$ cat src/rtl/osc_timer_pkg.sv
`timescale 1ns/1ps
package osc_timer_pkg;

    typedef enum logic [1:0] {
        ST_IDLE    = 2'd0,
        ST_ARMED   = 2'd1,
        ST_RUNNING = 2'd2,
        ST_DONE    = 2'd3
    } tmr_state_e;

    // True when all three taps carry the same level.
    function automatic logic taps_agree(input logic [2:0] taps);
        return (&taps) | ~(|taps);
    endfunction

endpackage

$ cat src/rtl/osc_tap_detector.sv
module osc_tap_detector #(
    parameter int SYNC_STAGES = 2
) (
    input  logic       clk,
    input  logic       rst_n,
    input  logic [2:0] tap_i,
    input  logic       hold_i,
    output logic       alive_o
);

    logic                   tap_eq;
    logic                   det_q;
    logic [SYNC_STAGES-1:0] sync_q;

    assign tap_eq = osc_timer_pkg::taps_agree(tap_i);

    // Data input is a constant zero; every all-equal pulse between two
    // clock edges sets the flop again, so it only reads low once a whole
    // period has passed without one.
    always_ff @(posedge clk or posedge tap_eq) begin
        if (tap_eq) begin
            det_q <= 1'b1;
        end else begin
            det_q <= 1'b0;
        end
    end

    // Outside a measurement the chain is filled with ones so that stale
    // samples never look like a collapse.
    always_ff @(posedge clk or negedge rst_n) begin
        if (!rst_n) begin
            sync_q <= '1;
        end else if (hold_i) begin
            sync_q <= '1;
        end else begin
            sync_q <= {sync_q[SYNC_STAGES-2:0], det_q};
        end
    end

    assign alive_o = sync_q[SYNC_STAGES-1];

endmodule

$ cat src/rtl/osc_time_counter.sv
module osc_time_counter #(
    parameter int CW = 9
) (
    input  logic          clk,
    input  logic          rst_n,
    input  logic          clear_i,
    input  logic          run_i,
    output logic [CW-1:0] cnt_o
);

    logic [CW-1:0] cnt_q;

    always_ff @(posedge clk or negedge rst_n) begin
        if (!rst_n) begin
            cnt_q <= '0;
        end else if (clear_i) begin
            cnt_q <= '0;
        end else if (run_i && (cnt_q != '1)) begin
            cnt_q <= cnt_q + 1'b1;
        end
    end

    assign cnt_o = cnt_q;

endmodule

$ cat src/rtl/osc_result_slot.sv
module osc_result_slot #(
    parameter int CNT_W = 8,
    parameter int LAT   = 2
) (
    input  logic             clk,
    input  logic             rst_n,
    input  logic             arm_i,
    input  logic             run_i,
    input  logic             alive_i,
    input  logic [CNT_W:0]   cnt_i,
    input  logic [CNT_W-1:0] lim_i,
    input  logic             publish_i,
    output logic             fin_o,
    output logic [CNT_W-1:0] count_o,
    output logic             tout_o
);

    localparam int            CW    = CNT_W + 1;
    localparam logic [CW-1:0] LAT_V = CW'(LAT);

    logic [CW-1:0]    meas;
    logic             past_lat;
    logic             at_limit;
    logic             finishing;
    logic             done_q;
    logic [CNT_W-1:0] cap_q;
    logic [CNT_W-1:0] cap_d;
    logic             ctout_q;
    logic             ctout_d;
    logic [CNT_W-1:0] pub_q;
    logic             ptout_q;

    // The detector reading seen now is LAT cycles old.
    assign meas      = cnt_i - LAT_V;
    assign past_lat  = (cnt_i >= LAT_V);
    assign at_limit  = past_lat && (meas == {1'b0, lim_i});
    assign finishing = run_i && !done_q && (!alive_i || at_limit);

    always_comb begin
        cap_d   = cap_q;
        ctout_d = ctout_q;
        if (finishing) begin
            if (!alive_i) begin
                cap_d   = meas[CNT_W-1:0];
                ctout_d = 1'b0;
            end else begin
                cap_d   = '1;
                ctout_d = 1'b1;
            end
        end
    end

    always_ff @(posedge clk or negedge rst_n) begin
        if (!rst_n) begin
            done_q  <= 1'b0;
            cap_q   <= '0;
            ctout_q <= 1'b0;
        end else begin
            cap_q   <= cap_d;
            ctout_q <= ctout_d;
            if (arm_i) begin
                done_q <= 1'b0;
            end else if (finishing) begin
                done_q <= 1'b1;
            end
        end
    end

    always_ff @(posedge clk or negedge rst_n) begin
        if (!rst_n) begin
            pub_q   <= '0;
            ptout_q <= 1'b0;
        end else if (publish_i) begin
            pub_q   <= cap_d;
            ptout_q <= ctout_d;
        end
    end

    assign fin_o   = done_q | finishing;
    assign count_o = pub_q;
    assign tout_o  = ptout_q;

endmodule

$ cat src/rtl/osc_collapse_timer.sv
module osc_collapse_timer
    import osc_timer_pkg::*;
#(
    parameter int N_CH        = 2,
    parameter int CNT_W       = 8,
    parameter int SYNC_STAGES = 2
) (
    input  logic                  clk,
    input  logic                  rst_n,
    input  logic                  start_i,
    input  logic [3*N_CH-1:0]     tap_i,
    input  logic [CNT_W-1:0]      timeout_lim_i,
    output logic                  osc_en_o,
    output logic                  valid_o,
    output logic [N_CH*CNT_W-1:0] count_o,
    output logic [N_CH-1:0]       rnd_o,
    output logic [N_CH-1:0]       timeout_o
);

    localparam int CW = CNT_W + 1;

    tmr_state_e      state_q;
    tmr_state_e      state_d;
    logic [CW-1:0]   cnt_q;
    logic [N_CH-1:0] alive;
    logic [N_CH-1:0] fin;
    logic            all_fin;
    logic            clr_cnt;
    logic            run_cnt;
    logic            hold_sync;
    logic            arm_slots;
    logic            publish;

    assign all_fin = &fin;

    // State register
    always_ff @(posedge clk or negedge rst_n) begin
        if (!rst_n) begin
            state_q <= ST_IDLE;
        end else begin
            state_q <= state_d;
        end
    end

    // Transitions
    always_comb begin
        state_d = state_q;
        unique case (state_q)
            ST_IDLE:    if (start_i) state_d = ST_ARMED;
            ST_ARMED:   state_d = ST_RUNNING;
            ST_RUNNING: if (all_fin) state_d = ST_DONE;
            ST_DONE:    state_d = ST_IDLE;
            default:    state_d = ST_IDLE;
        endcase
    end

    // Outputs of the state machine
    always_comb begin
        osc_en_o  = 1'b0;
        valid_o   = 1'b0;
        clr_cnt   = 1'b0;
        run_cnt   = 1'b0;
        hold_sync = 1'b1;
        arm_slots = 1'b0;
        publish   = 1'b0;
        unique case (state_q)
            ST_IDLE: begin
            end
            ST_ARMED: begin
                osc_en_o  = 1'b1;
                clr_cnt   = 1'b1;
                arm_slots = 1'b1;
            end
            ST_RUNNING: begin
                osc_en_o  = 1'b1;
                run_cnt   = 1'b1;
                hold_sync = 1'b0;
                publish   = all_fin;
            end
            ST_DONE: begin
                valid_o = 1'b1;
            end
            default: begin
            end
        endcase
    end

    osc_time_counter #(.CW(CW)) u_counter (
        .clk     (clk),
        .rst_n   (rst_n),
        .clear_i (clr_cnt),
        .run_i   (run_cnt),
        .cnt_o   (cnt_q)
    );

    for (genvar g = 0; g < N_CH; g++) begin : g_ch
        osc_tap_detector #(.SYNC_STAGES(SYNC_STAGES)) u_det (
            .clk     (clk),
            .rst_n   (rst_n),
            .tap_i   (tap_i[3*g +: 3]),
            .hold_i  (hold_sync),
            .alive_o (alive[g])
        );

        osc_result_slot #(.CNT_W(CNT_W), .LAT(SYNC_STAGES)) u_slot (
            .clk       (clk),
            .rst_n     (rst_n),
            .arm_i     (arm_slots),
            .run_i     (run_cnt),
            .alive_i   (alive[g]),
            .cnt_i     (cnt_q),
            .lim_i     (timeout_lim_i),
            .publish_i (publish),
            .fin_o     (fin[g]),
            .count_o   (count_o[g*CNT_W +: CNT_W]),
            .tout_o    (timeout_o[g])
        );

        assign rnd_o[g] = count_o[g*CNT_W];
    end

endmodule

$ cat config.mk
export PLATFORM = sky130hd
export DESIGN_NAME = osc_collapse_timer
export DESIGN_NICKNAME = d
export VERILOG_FILES = /design/src/rtl/osc_timer_pkg.sv /design/src/rtl/osc_tap_detector.sv /design/src/rtl/osc_time_counter.sv /design/src/rtl/osc_result_slot.sv /design/src/rtl/osc_collapse_timer.sv
export SDC_FILE = /design/constraint.sdc
export NUM_CORES = 1
export LEC_CHECK = 0
export BUFFER_PORTS_ARGS = -buffer_cell sky130_fd_sc_hd__buf_2
export CAP_MARGIN = 20
export CORE_ASPECT_RATIO = 0.6
export CORE_MARGIN = 8
export CORE_UTILIZATION = 39
export CTS_CLUSTER_SIZE = 16
export DETAILED_ROUTE_END_ITERATION = 12
export PLACE_DENSITY = 0.65
export SLEW_MARGIN = 30
export SYNTH_ARGS = -nofsm -noshare
export SYNTH_HDL_FRONTEND = slang
export SYNTH_HIERARCHICAL = 1
export SYNTH_SLANG_ARGS = --single-unit
$ cat constraint.sdc
create_clock -name clk -period 3.15 [get_ports clk]
set_input_delay 0.4725 -clock clk [delete_from_list [all_inputs] [get_ports clk]]
set_output_delay 0.4725 -clock clk [all_outputs]
set_load 0.005 [all_outputs]
# == After elaboration in Yosys (flattened, before gate mapping) ==
# Index checks and enable logic that the tools add are counted.
# word_totals
output_inout_bits,22
reg_bits,55
# op_classes
bitwise_logic,6
n_addsub,2
n_eq_ne,7
reduce_logical,23
n_lt_le_gt_ge,1
mux,24
# ops
operator,count
8-bit 2-to-1 mux,4
9-bit 2-to-1 mux,2
1-bit 2-to-1 mux,13
"9-bit by 1-bit adder with 9-bit output, second input constant",1
9-bit by 8-bit equality test with 1-bit output,1
"9-bit by 2-bit >= comparator with 1-bit output, second input constant",1
"9-bit != test, second input constant",1
"9-bit by 2-bit subtractor with 9-bit output, second input constant",1
2-bit 2-to-1 mux,4
2-bit case mux with 4 select lines,1
1-bit logical AND,6
3-bit AND reduction,2
2-bit nonzero test,3
3-bit OR reduction,2
"2-bit equality test, second input constant",2
1-bit zero test,4
"2-bit != test, second input constant",2
1-bit OR,4
2-bit AND reduction,2
"2-bit by 1-bit equality test with 1-bit output, second input constant",1
2-bit zero test,1
1-bit logical OR,2
1-bit NOT,2
2-bit OR reduction,1

# == Longest topological paths before layout ==
# depth
word_depth,9
mapped_depth,14
ltp_nobuf,12

# == Hierarchy ==
# The synthesis kept the hierarchy.
# modules_own_cells
module,instances,area_per_inst_um2,cells_each
osc_result_slot,2,1141.1,121
osc_time_counter,1,462.9,46
osc_tap_detector,2,115.1,9
osc_collapse_timer,1,193.9,18

# == Worst setup path before layout ==
# OpenSTA, ideal clock, no wires.
# synth_path
kind,flip-flop to flip-flop
from,register u_counter.cnt_q[1] (netlist: u_counter/cnt_o[1])
to,register g_ch[0].u_slot.ptout_q
required_ps,3070
path_slack_ps,-177
t_arrival_ps,3246
stages_incl_launch_ff,13
synth_period_minus_slack_ps,3327
path_buffers,2
setup_time_ps,80
path_cell_list,dfrtp_1 -> inv_1 -> ha_1 -> xnor2_1 -> or4_1 -> nor4_1 -> nand4_1 -> buf_4 -> nand2_1 -> and3_1 -> clkbuf_1 -> o21ai_0 -> a31oi_4
# synth_between
elab_chain_cells,8
# synth_lines
element,line_no,text
"start, declared",osc_time_counter.sv:11,logic [CW-1:0] cnt_q;
"start signal, assigned",osc_time_counter.sv:19,cnt_q <= cnt_q + 1'b1;
9-bit by 2-bit subtractor with 9-bit output,osc_result_slot.sv:34,assign meas = cnt_i - LAT_V;
9-bit by 8-bit equality test with 1-bit output,osc_result_slot.sv:36,"assign at_limit = past_lat && (meas == {1'b0, lim_i});"
1-bit logical AND *,osc_result_slot.sv:36,
1-bit logical OR *,osc_result_slot.sv:37,assign finishing = run_i && !done_q && (!alive_i || at_limit);
1-bit logical AND *,osc_result_slot.sv:37,
1-bit OR *,osc_result_slot.sv:79,assign fin_o = done_q | finishing;
named net fin[0],osc_collapse_timer.sv:26,logic [N_CH-1:0] fin;
2-bit AND reduction *,osc_collapse_timer.sv:34,assign all_fin = &fin;
1-bit 2-to-1 mux *,osc_collapse_timer.sv:66,unique case (state_q)
named net publish,osc_collapse_timer.sv:32,logic publish;
"end signal, assigned",osc_result_slot.sv:75,ptout_q <= ctout_d;
"end, declared",osc_result_slot.sv:31,logic ptout_q;
# Mark *: on every way through the listed nets, which the timed path passes. The rest lies on a longest branch.
# A chain may end at the register's enable or synchronous reset.

# == Final worst setup path ==
# Ends and elaborated chain as after synthesis.

==> impl_summary.md <==
STA
Setup slack on the critical path of the routed design comes to 0.135 ns. The fraction of the cycle the final worst path needs is 95.7%. The minimum period implied by the final worst setup slack is 3.02 ns. The number of failing hold endpoints at the final stage is 0. Based on the critical path, the design can be clocked at up to 0.332 GHz. For the final database, setup skew stands at 0.00909 ns.

The number of pins exceeding their max-slew limit in the final report is 0. Hold timing on the final database bottoms out at a slack of 0.162 ns. For the pin with the worst max-slew slack, the measured transition is 0.584 ns. Headroom to the max-slew limit came out at 61.0%. The count of final setup violators is 0. After routing, the total negative slack on setup checks comes to 0 ns.

Critical path
The worst register-to-register path has a setup slack of 0.13 ns. The launch point of the worst path is u_counter/cnt_o[1]. The kind of start point of the critical path is a flip-flop. The nature of the critical path endpoint is a flip-flop. The highest fanout seen on the critical path is 9. The beginning of the worst register-to-register path is u_counter/cnt_o[1]. The arrival time of the worst setup path is 3.19 ns. The worst setup path category is reg -> reg. STA puts the critical path data required time at 3.33 ns.

Layout
The storage element area is 1390 µm². The multi-input combinational cell area is 1690 µm². In the final layout, the share of cells above drive strength 1 is 29.6%. The net count reported at finish is 397. The finished layout holds 480 standard cells, fillers aside. Counting the fill cells in the layout gives 764. The number of antenna repair diodes is 0. The signed area change from the synthesized netlist to the final layout is 19.4%.

Yosys
The share of synthesized area in the top cell type comes to 38.7%. The number of warning messages in the yosys log is 6. Counting every instance in the synthesized netlist gives 324. In the post-synthesis netlist, the cell with the most instances is sky130_fd_sc_hd__dfrtp_1. The synthesized flop and latch total is 55. The number of enable flip-flop cells after synthesis is 0. Ranked by total cell area, the synthesized netlist is headed by sky130_fd_sc_hd__dfrtp_1 (39%), sky130_fd_sc_hd__dfstp_2 (5.0%), sky130_fd_sc_hd__a21oi_1 (4.6%). For this run, asynchronously set or reset flops after synthesis account for 100%. Synthesis instantiated 49 different standard cells from the library. Of all cell types, the one taking the most synthesized area is sky130_fd_sc_hd__dfrtp_1. Ranked by instance count, the synthesized netlist is headed by sky130_fd_sc_hd__dfrtp_1 (49), sky130_fd_sc_hd__nor2_1 (37), sky130_fd_sc_hd__a21oi_1 (29). The portion of the post-synthesis area used by sequential elements is 43.7%.

The net count after synthesis is 350. The average instance area after synthesis is 9.78 µm². In the synthesized netlist the dominant register cell turns out to be sky130_fd_sc_hd__dfrtp_1. The total standard cell area after synthesis is 3170 µm².

Routing
The count of nets left with antenna violations once routing finished came out at 0. The first-pass iteration count of the detailed router is 4. In this run, the number of DRC markers left after iteration 0 of detailed routing was 246. The routed wire length is 7720 µm. After detailed routing, the average wire length per cell comes to 16.1 µm. The detailed-route vias per instance is 5.39. The detailed router placed 2586 vias in this run. The count of unresolved DRC violations after routing is 0.

GRT
Entering global routing, the biggest net connects 32 pins. The number of antenna violations at the first check in global routing is 0. The global-route wire length before repair is 12800 µm. The total overflow left after global routing is 0. The via count of the first global-routing pass came to 2464. The overall global routing resource usage is 13.9%.

Clocking
The root buffer selected by CTS is sky130_fd_sc_hd__clkbuf_16. The clock-pin slew on the worst setup and hold paths is 0.08 ns. For the worst-skew pair, the clock arrives at the later sink with an insertion delay of 0.30 ns. TritonCTS built the clock tree. The largest buffer count on any clock path is 2.

The maximum level of the CTS H-tree is 2. The total CTS buffers is 5. For this design, the sink count on the clock tree is 55.

Pwr
The analysis attributes to cell leakage a power of 0.00157 µW. The worst-case IR drop observed on VDD is 380 µV. In this run the power density over the cells is 820 nW/µm².

Die
The effective utilization at floorplan is 40.2%. The number of cell rows is 25. The area of the die is 11400 µm².

The floorplan step defined a core boundary enclosing 7880 µm². In this run the horizontal extent of the chip is 132 µm. Pin placement for this block handled 39 I/O pins. The y dimension of the die is 85.8 µm.

Place
The placement-stage worst setup slack is 0.0881 ns. The number of buffer cells added on primary ports is 38. In this run, placement finished with an instance count of 471. The half-perimeter wire length of the detailed placement result is 5530 µm. The congestion estimate from routability-driven global placement came to 0.877.

Min path
The tightest min-delay check is of the in -> async type.

Job
The count of max-cap constraint violations is 0.

Run status
The flow ran to the end, and the final reports show no timing, DRC or antenna violations.
per-stage QoR:
step	utilization (%)	total power (µW)	cell area, µm²
after detailed placement	45.1	2410	3550
after global routing	48.0	3330	3780
after floorplan	-	1970	3170
after global placement	45.1	2380	3550
final	48.0	3110	3780
after CTS	47.3	3090	3730
kinds of logic (layout without fill, tap and decap cells):
kind of cell,Yosys count,in the layout,synth area share [%]
and+or+nand+nor,123,123,22.0
AOI/OAI and AO/OA,83,83,19.3
DFF,55,55,43.7
buffers and inverters,29,77,4.62
xor gates and xnor gates,20,20,5.53
adders and majority gates,9,9,3.55
muxes,3,3,1.11
other,2,2,0.237
final timing paths:
kind	endpoint	cells after the start
max in group asynchronous	g_ch[1].u_det/sync_q[1]	2
min in group clk	g_ch[1].u_slot/cap_q[0]	2
min reg2reg	g_ch[1].u_slot/cap_q[0]	2
max	g_ch[0].u_slot/tout_o	12
max reg2reg	g_ch[0].u_slot/tout_o	12
min	u_counter/cnt_o[3]	1
layer usage:
| metal | vias to the layer above | GRT usage [%] | share of wire (%) |
|---|---|---|---|
| met5 | - | 0 | 0 |
| met4 | 0 | 3.48 | 0.89 |
| met3 | 8 | 4.67 | 7.5 |
| met2 | 88 | 19.5 | 42 |
| met1 | 1241 | 19.9 | 50 |
| li1 | 1249 | - | - |
worst max-delay path, stage by stage, from the launching register on:
cell                      delay [ns]
sky130_fd_sc_hd__dfrtp_2        0.43
sky130_fd_sc_hd__inv_1          0.07
sky130_fd_sc_hd__ha_1           0.22
sky130_fd_sc_hd__or4b_4         0.49
sky130_fd_sc_hd__or4_1          0.42
sky130_fd_sc_hd__a21oi_1        0.17
sky130_fd_sc_hd__nor4_2         0.07
sky130_fd_sc_hd__nand4_1        0.15
sky130_fd_sc_hd__nand2_1        0.12
sky130_fd_sc_hd__and3_4         0.23
sky130_fd_sc_hd__buf_4          0.16
sky130_fd_sc_hd__o21ai_0        0.31
sky130_fd_sc_hd__a31oi_4        0.04
registers in the layout, indices dropped and copies added (netlist names):
name and cells:
g_ch.u_slot/count_o 16, u_counter/cnt_o 9, g_ch.u_det/det_q 2, g_ch.u_det/sync_q 4, g_ch.u_slot/ctout_q 2, g_ch.u_slot/done_q 2, state_q 2, g_ch.u_slot/cap_q 16
g_ch.u_slot/tout_o 2
power breakdown:
group	internal [µW]	total [µW]	switching, µW
clock network	400	671	270
registers	974	1120	150
logic	596	1310	714
placed cells by master (no fill, tap or decap), drive strengths merged, types with 7 or more instances in the layout:
cell | synthesis | layout
dfrtp | 49 | 49
a22oi | 12 | 12
nand2 | 7 | 7
o21ai | 21 | 21
inv | 11 | 12
nor3b | 18 | 18
nand3 | 15 | 15
buf | 7 | 58
xnor2 | 12 | 12
a21oi | 30 | 30
xor2 | 8 | 8
ha | 9 | 9
nor2 | 39 | 39
what timing repair did:
item | CTS | global route
endpoints found under the setup margin | 0 | 17
hold endpoints to repair | 0 | 0
buffers inserted | 0 | 1
hold buffers | 0 | 0
resized for setup | 0 | 9
cell type report:
class / instances / share of cell area [%]
Clock inverter: 2 / 1.02
Clock buffer: 6 / 3.67
Multi-Input combinational cell: 240 / 44.7
Tap cell: 108 / 3.57
Timing Repair Buffer: 58 / 9.32
Sequential cell: 55 / 36.6
Inverter: 11 / 1.09
Note: power is estimated with default switching activity, not from simulation.
